**src/rtl/fm_pkg.sv**
```systemverilog
// Package: shared types for the fractional modulus accumulator.
// Assumes: nothing; holds the step classification used between stages.
package fm_pkg;
    typedef enum logic [1:0] {
        STEP_ACCUM  = 2'd0,  // sum below modulus, stored as is
        STEP_CARRY  = 2'd1,  // sum reached modulus, wrap and request N+1
        STEP_RESYNC = 2'd2   // phase already out of range, restart at zero
    } step_kind_e;
endpackage

```
**src/rtl/fm_k_limit.sv**
```systemverilog
// Module: fm_k_limit
// Resolves the effective modulus (0 selects DEF_MOD) and clamps the channel
// word to one below it. Assumes 1 <= DEF_MOD < 2**W.
module fm_k_limit #(
    parameter int W       = 8,
    parameter int DEF_MOD = 139
) (
    input  logic [W-1:0] modulus,
    input  logic [W-1:0] k_in,
    output logic [W-1:0] mod_eff,
    output logic [W-1:0] k_eff,
    output logic         k_clip
);
    localparam logic [W-1:0] DefModW = W'(DEF_MOD);

    // Purpose: pick modulus, detect and clamp an out-of-range word.
    always_comb begin
        mod_eff = (modulus == '0) ? DefModW : modulus;
        k_clip  = (k_in >= mod_eff);
        k_eff   = k_clip ? (mod_eff - W'(1)) : k_in;
    end

    // Purpose: the clamped word always lies below the modulus.
    always_comb begin
        AST_K_BELOW_MOD: assert (k_eff < mod_eff) else $error("clamp out of range");
    end
endmodule

```
**src/rtl/fm_wrap_step.sv**
```systemverilog
// Module: fm_wrap_step
// Combinational next-state for one divided period: add, compare, subtract.
// Assumes k_eff < mod_eff; uses a W+1 bit sum so no wrap precedes the compare.
module fm_wrap_step #(
    parameter int W = 8
) (
    input  logic [W-1:0]        phase_q,
    input  logic [W-1:0]        k_eff,
    input  logic [W-1:0]        mod_eff,
    output logic [W-1:0]        phase_d,
    output logic                carry_d,
    output fm_pkg::step_kind_e  kind
);
    import fm_pkg::*;

    logic [W:0] sum_ext;
    logic [W:0] mod_ext;

    // Purpose: classify the step and form the next phase.
    always_comb begin
        sum_ext = {1'b0, phase_q} + {1'b0, k_eff};
        mod_ext = {1'b0, mod_eff};
        if (phase_q >= mod_eff) begin
            kind    = STEP_RESYNC;
            phase_d = '0;
            carry_d = 1'b0;
        end else if (sum_ext >= mod_ext) begin
            kind    = STEP_CARRY;
            phase_d = W'(sum_ext - mod_ext);
            carry_d = 1'b1;
        end else begin
            kind    = STEP_ACCUM;
            phase_d = W'(sum_ext);
            carry_d = 1'b0;
        end
    end
endmodule

```
**src/rtl/fm_phase_reg.sv**
```systemverilog
// Module: fm_phase_reg
// Holds the phase and the registered modulus-control bit for one full
// divided period. Synchronous active-low reset clears both.
module fm_phase_reg #(
    parameter int W = 8
) (
    input  logic         clk,
    input  logic         rst_n,
    input  logic [W-1:0] phase_d,
    input  logic         carry_d,
    output logic [W-1:0] phase_q,
    output logic         mc_q
);
    // Purpose: update state once per divided-clock period.
    always_ff @(posedge clk) begin
        if (!rst_n) begin
            phase_q <= '0;
            mc_q    <= 1'b0;
        end else begin
            phase_q <= phase_d;
            mc_q    <= carry_d;
        end
    end

    AST_RESET_CLEARS: assert property (@(posedge clk)
        !rst_n |=> (phase_q == '0 && !mc_q)) else $error("reset");
endmodule

```
**src/rtl/frac_mod_acc.sv**
```systemverilog
// Module: frac_mod_acc (top)
// Fractional-N modulus accumulator clocked by the divided oscillator clock.
// Assumes the divider samples mod_sel once per divided period.
module frac_mod_acc #(
    parameter int ACC_W   = 8,
    parameter int DEF_MOD = 139
) (
    input  logic             div_clk,
    input  logic             rst_n,
    input  logic [ACC_W-1:0] chan_k,
    input  logic [ACC_W-1:0] modulus,
    output logic             mod_sel,
    output logic [ACC_W-1:0] phase,
    output logic             k_clip
);
    import fm_pkg::*;

    logic [ACC_W-1:0] mod_eff;
    logic [ACC_W-1:0] k_eff;
    logic [ACC_W-1:0] phase_d;
    logic             carry_d;
    step_kind_e       kind;

    fm_k_limit #(.W(ACC_W), .DEF_MOD(DEF_MOD)) u_limit (
        .modulus (modulus),
        .k_in    (chan_k),
        .mod_eff (mod_eff),
        .k_eff   (k_eff),
        .k_clip  (k_clip)
    );

    fm_wrap_step #(.W(ACC_W)) u_step (
        .phase_q (phase),
        .k_eff   (k_eff),
        .mod_eff (mod_eff),
        .phase_d (phase_d),
        .carry_d (carry_d),
        .kind    (kind)
    );

    fm_phase_reg #(.W(ACC_W)) u_reg (
        .clk     (div_clk),
        .rst_n   (rst_n),
        .phase_d (phase_d),
        .carry_d (carry_d),
        .phase_q (phase),
        .mc_q    (mod_sel)
    );

    // Step kind and carry must agree.
    always_comb begin
        AST_KIND_MATCH: assert ((kind == STEP_CARRY) == carry_d) else $error("kind");
    end

    AST_CARRY_STEP: assert property (@(posedge div_clk) disable iff (!rst_n)
        ($past(rst_n) && mod_sel) |->
        ({1'b0, phase} + {1'b0, $past(mod_eff)} == {1'b0, $past(phase)} + {1'b0, $past(k_eff)}))
        else $error("carry step");

    AST_HOLD_STEP: assert property (@(posedge div_clk) disable iff (!rst_n)
        ($past(rst_n) && !mod_sel && ($past(phase) < $past(mod_eff))) |->
        ({1'b0, phase} == {1'b0, $past(phase)} + {1'b0, $past(k_eff)}))
        else $error("hold step");

    AST_RESYNC: assert property (@(posedge div_clk) disable iff (!rst_n)
        ($past(rst_n) && ($past(phase) >= $past(mod_eff))) |-> (phase == '0 && !mod_sel))
        else $error("resync");

    AST_PHASE_BELOW_MOD: assert property (@(posedge div_clk) disable iff (!rst_n)
        $past(rst_n) |-> (phase < $past(mod_eff))) else $error("phase bound");
endmodule

```
**config.mk**
```make
export PLATFORM = sky130hd
export DESIGN_NAME = frac_mod_acc
export DESIGN_NICKNAME = d
export VERILOG_FILES = /design/src/rtl/fm_pkg.sv /design/src/rtl/fm_k_limit.sv /design/src/rtl/fm_wrap_step.sv /design/src/rtl/fm_phase_reg.sv /design/src/rtl/frac_mod_acc.sv
export SDC_FILE = /design/constraint.sdc
export NUM_CORES = 1
export LEC_CHECK = 0
export BUFFER_PORTS_ARGS = -buffer_cell sky130_fd_sc_hd__buf_4
export CAP_MARGIN = 20
export CELL_PAD_IN_SITES_DETAIL_PLACEMENT = 1
export CELL_PAD_IN_SITES_GLOBAL_PLACEMENT = 1
export CORE_MARGIN = 3
export CORE_UTILIZATION = 45
export CTS_BUF_LIST = sky130_fd_sc_hd__clkbuf_4 sky130_fd_sc_hd__clkbuf_8 sky130_fd_sc_hd__clkbuf_16
export CTS_CLUSTER_DIAMETER = 60
export DETAILED_ROUTE_END_ITERATION = 16
export GPL_ROUTABILITY_DRIVEN = 1
export PLACE_DENSITY = 0.94
export SETUP_SLACK_MARGIN = 0.1
export SYNTH_ARGS = -nofsm -noshare
export SYNTH_HDL_FRONTEND = slang
export SYNTH_SLANG_ARGS = --single-unit
```
**constraint.sdc**
```tcl
create_clock -name div_clk -period 9.1 [get_ports div_clk]
set_input_delay 0.455 -clock div_clk [delete_from_list [all_inputs] [get_ports div_clk]]
set_output_delay 0.455 -clock div_clk [all_outputs]
set_load 0.1 [all_outputs]
```
* After elaboration in Yosys (flattened, before gate mapping)
Index checks and enable logic that the tools add are counted.
Word-level totals: register bits after elaboration 9, input port bits 18, output and inout bits 10, logic and storage cells 15
Cells by class: add/subtract/negate cells 3, $lt $le $gt $ge 3, multiplexer cells 4, bitwise logic cells 1, reduce and logical (&&, ||, !) cells 2
Operators with widths (count):
- 2-to-1 mux 8 bit | 3
- greater-or-equal comparator 8 bit | 2
- adder 8 x 8 -> 9 bit | 1
- greater-or-equal comparator 9 x 8 -> 1 bit | 1
- zero test 8 bit | 1
- subtractor 8 x 1 -> 8 bit (second input constant) | 1
- subtractor 8 bit | 1
- OR reduction 2 bit | 1
- 2-to-1 mux 1 bit | 1
- NOT 1 bit | 1

* Longest topological paths before layout
word-level depth 7, mapped depth 27, gate-level depth less buffers 26

* Modules after synthesis
From an unflattened synthesis, not the netlist that was laid out.
Unflattened totals: cell total of the unflattened synthesis 213, area, all modules 1785.5 um^2
Modules (own cells, without submodules):
- fm_wrap_step | times used 1, cells each 126, area each 1027.2 um^2, seq. area each 0.0 um^2
- fm_k_limit | times used 1, cells each 69, area each 521.8 um^2, seq. area each 0.0 um^2
- fm_phase_reg | times used 1, cells each 18, area each 236.5 um^2, seq. area each 180.2 um^2

* Worst setup path after synthesis
OpenSTA, ideal clock, no wires.
kind input to register, start point input port modulus[0], end point register u_reg.phase_q[1], setup time 0.072 ns, arrival 5.987 ns, data required time 9.028 ns, path slack 3.041 ns, stages on the path 25, path buffers 1, cells stage by stage inv_1 ha_1 nor4b_4 and2_1 or2_2 ha_1 nand2b_1 maj3_2 a31o_1 a21o_1 buf_6 mux2_4 ha_1 a21o_1 a211o_1 a2111oi_0 o21ai_0 nor2b_1 ha_1 inv_1 nor2_1 a2111oi_0 o211ai_1 or3_1 a21oi_1
On the way: longest elaborated chain between the ends 7, elaborated cells between the ends (all ways) 11, classes of those cells 3 x add/sub; 3 x order compare; 3 x mux; 2 x reduce/logical
Ends and longest elaborated chain:
- from (decl) | line frac_mod_acc.sv:11 | input logic [ACC_W-1:0] modulus,
- zero test 8 bit | line fm_k_limit.sv:18 | mod_eff = (modulus == '0) ? DefModW : modulus;
- 2-to-1 mux 8 bit (*) | line fm_k_limit.sv:18
- greater-or-equal comparator 8 bit (*) | line fm_k_limit.sv:19 | k_clip = (k_in >= mod_eff);
- named net k_clip | line frac_mod_acc.sv:14 | output logic k_clip
- 2-to-1 mux 8 bit (*) | line fm_k_limit.sv:20 | k_eff = k_clip ? (mod_eff - W'(1)) : k_in;
- adder 8 x 8 -> 9 bit (*) | line fm_wrap_step.sv:21 | sum_ext = {1'b0, phase_q} + {1'b0, k_eff};
- subtractor 8 bit or greater-or-equal comparator 9 x 8 -> 1 bit (tied branches) | line fm_wrap_step.sv:29, fm_wrap_step.sv:27
- 2-to-1 mux 8 bit (*) | line fm_wrap_step.sv:27 | end else if (sum_ext >= mod_ext) begin
- to (signal assigned) | line fm_phase_reg.sv:20 | phase_q <= phase_d;
- to (decl) | line fm_phase_reg.sv:11 | output logic [W-1:0] phase_q,
Mark *: on every way through the listed nets, which the timed path passes. The rest lies on a longest branch. A chain may end at the register's enable or synchronous reset.

* Worst setup path after layout
start point input port modulus[1], end point register u_reg.phase_q[0]
On the way: longest elaborated chain between the ends 7, elaborated cells between the ends (all ways) 11, classes of those cells 3 x add/sub; 3 x order compare; 3 x mux; 2 x reduce/logical
Ends and longest elaborated chain (line):
- zero test 8 bit | fm_k_limit.sv:18
- 2-to-1 mux 8 bit (*) | fm_k_limit.sv:18
- subtractor 8 x 1 -> 8 bit or greater-or-equal comparator 8 bit (tied branches) | fm_k_limit.sv:20, fm_k_limit.sv:19
- 2-to-1 mux 8 bit | fm_k_limit.sv:20
- adder 8 x 8 -> 9 bit | fm_wrap_step.sv:21
- subtractor 8 bit or greater-or-equal comparator 9 x 8 -> 1 bit (tied branches) | fm_wrap_step.sv:29, fm_wrap_step.sv:27
- 2-to-1 mux 8 bit | fm_wrap_step.sv:27
Every way passes the cells marked *; elsewhere a longest branch is shown, timed or not.

==> results.tsv <==
stage	metric	value	unit
placed_design	dp.cells	290	
drt	viasPerCell	6.29	
drt	drtAntennaViolNets	0	
floorplan	start_util	49.5	%
floorplan	ioPinCount	28	
timing	setup_viol	0	
floorplan	core_region_area	3520	µm²
power_and_ir_drop	leakagePower	0.982	nW
drt	detail_route.wl_per_cell	21.1	µm
synthesis	synth.largest_area_cell	ha_1	
synthesis	synth_fp_nets	271	
clock_tree	postCtsHoldBufs	0	
cells_and_area	regArea	180	µm²
cells_and_area	multiInputGateArea	1460	µm²
critical_path	end_kind	flop	
clock_tree	clk_latency	0.23	ns
critical_path	cp.required	9.22	ns
synthesis	synthMostInstantiatedCell	ha_1	
timing	rsz0062_at_grt	no	
critical_path	worst-setup-path-type	in2reg	
timing	hold_violations	0	
job	maxCapViolations	0	
cells_and_area	final_core_util	57.7	%
timing	whs	0.833	ns
synthesis	netlist_top_cells_count	ha_1, inv_1, a21oi_1	
timing	setup_ws	2.17	ns
synthesis	ys_types	46	
timing	period_share	76.1	%
global_route	antenna_found_initial	0	
synthesis	yosys-top-cells-area	ha_1, dfxtp_1, inv_1	
clock_tree	post_cts_buffers	0	
drt	drcViolationCount	0	
synthesis	syn_area	1740	µm²
critical_path	cp.arrival	7.05	ns
timing	max_slew_margin	50.0	%
power_and_ir_drop	peakVddDrop	0.000203	V
synthesis	synth-edff-count	0	
global_route	grt-ovfl-total	0	
power_and_ir_drop	p_clk_share	6.2	%
clock_tree	cts_root_buf	clkbuf_8	
synthesis	synthArstFlopShare	0	%
clock_tree	clkSlewWorstSetupHoldPaths	0.04	ns
synthesis	synth_cells	220	
synthesis	synth_top_cell_area_share	23.0	%
timing	fin_skew	0.00489	ns
critical_path	critPathLaunchType	primary input	
timing	fin_crit	6.93	ns
floorplan	die_x	68.2	µm
synthesis	ys_seq_area_share	10.3	%
synthesis	yosys_warnings	0	
global_route	grt_start_max_net_pins	11	
global_route	grt_pass1_wl	10000	µm
global_route	grtUsageTotal	29.1	%
critical_path	rrSetupSlack	4.80	ns
clock_tree	cts_buffer_depth	2	
power_and_ir_drop	p_seq_share	8.9	%
timing	fin_tns_setup	0	ns
drt	drt_iter0_markers	111	
power_and_ir_drop	p_sw_share	58.5	%
outcome	outcome	finished, final reports clean	
power_and_ir_drop	powerDensity	384	nW/µm²
drt	drt_first_pass_iters	4	
cells_and_area	area_growth	16.7	%
placed_design	place_hpwl	5220	µm
timing	drv_slew	0	
timing	worst_slew_pin_slew	0.745	ns
power_and_ir_drop	power_frac_comb	84.8	%
synthesis	synth_flop_cell	dfxtp_1	
clock_tree	cts_resized	0	
floorplan	die_h	68.2	µm
synthesis	avgSynthCellArea	7.92	µm²
clock_tree	htree_levels	1	
cells_and_area	antenna_cells	0	
placed_design	pre_cts_slack	2.08	ns
clock_tree	tritoncts	built	
clock_tree	cts-buffers-inserted	3	
placed_design	port_buffers	27	
critical_path	cp-startpoint	modulus[1]	
floorplan	die_area	4650	µm²
cells_and_area	finalNetCount	300	
synthesis	ys_seq_elements	9	
critical_path	critPathMaxFanout	10	
drt	wirelength	6190	µm
cells_and_area	drive_gt1_share	17.3	%
power_and_ir_drop	internal_power	0.000323	W
drt	vias	1850	
clock_tree	clock-sinks	9	
critical_path	worstReg2RegStart	u_reg.phase_q[1]	
floorplan	rows	21	
cells_and_area	final_cells	294	
timing	fmax	144	MHz
global_route	grt_pass1_vias	2002	
hold_path	min_from	modulus[0]	
power_and_ir_drop	p_sw	0.000456	W
hold_path	min_path_type	in2reg	
placed_design	gp_routability_congestion	0.922	
cells_and_area	n_fill_cell	448	
==> power groups by stage <==
stage | combinational, W | sequential, W | clock (W)
after floorplan | 0.000396 | 0.000163 | 0
after global placement | 0.000611 | 0.0000693 | 0
after detailed placement | 0.000644 | 0.0000698 | 0
after CTS | 0.000653 | 0.0000691 | 0.0000475
after global routing | 0.000721 | 0.0000708 | 0.0000499
final | 0.000661 | 0.0000695 | 0.0000486
==> critical path, stage by stage <==
cell and delay (ns):
buf_4 0.14, inv_1 0.05, ha_1 0.13, nor4b_4 0.29
and2_1 0.26, nor2_1 0.16, ha_1 0.26, a21o_1 0.18
a211oi_1 0.29, nand2_1 0.09, a31o_1 0.23, a21o_1 0.34
mux2_4 0.37, ha_1 0.28, a21o_1 0.22, a211o_1 0.33
a2111oi_0 0.63, o21ai_0 0.25, nor2b_1 0.19, ha_1 0.34
inv_1 0.12, nor2_1 0.06, a2111oi_0 0.52, o211a_1 0.40
nand2_1 0.14, a211oi_1 0.32
==> area by class of cell <==
class                           count  area share, %
Clock buffer                        4           2.40
Multi-Input combinational cell    185           71.7
Timing Repair Buffer               27           9.98
Tap cell                           46           2.83
Sequential cell                     9           8.87
Inverter                           23           4.25
==> routing by layer <==
layer / global-route usage [%] / wire, µm / part of all wire (%)
met5: 0 / 0 / 0
met4: 16.1 / 293 / 4.7
met3: 3.45 / 238 / 3.8
met2: 50.5 / 3020 / 49
met1: 34.4 / 2640 / 43
==> cells in the final DEF, fill, tap and decap left out, types with 3 or more instances in the layout <==
master and instances:
nand3_1 6, a211oi_1 7, or3_1 3, mux2_4 5, nand2b_1 7, xnor2_1 9
xor2_1 3, and3_1 3, clkbuf_8 3, a21oi_1 17, inv_1 23, nor3_1 8
dfxtp_1 9, a21o_1 6, o211ai_1 7, nand2_1 8, nor2b_1 4, nor2_1 10
buf_4 27, ha_1 32, a31oi_1 4, o21ai_0 12, o21a_1 4
==> per-stage QoR <==
stage	power, W	instance area, µm²
final	0.000779	2030
after global routing	0.000842	2030
after CTS	0.000769	2030
after detailed placement	0.000714	1980
after global placement	0.000681	1980
after floorplan	0.000559	1740
==> sequential cells by signal, summed over array words and instances, names as in the netlist <==
signal         flops
u_reg.phase_q      8
u_reg.mc_q         1
==> cells by family after synthesis <==
group	synth area share, %
multiplexers	6.11
flip-flops	10.3
AND/OR/NAND/NOR	18.3
XOR/XNOR	6.04
AO/OA/AOI/OAI	28.4
buffers and inverters	6.03
adder cells (fa/ha/maj)	24.8
==> worst paths after layout <==
check                          end  depth (start not counted)
setup / recovery  u_reg.phase_q[0]                         26
hold / removal    u_reg.phase_q[0]                          4
setup reg to reg  u_reg.phase_q[0]                         13
hold reg to reg   u_reg.phase_q[6]                          4
Power figures use the tool's default switching activity.
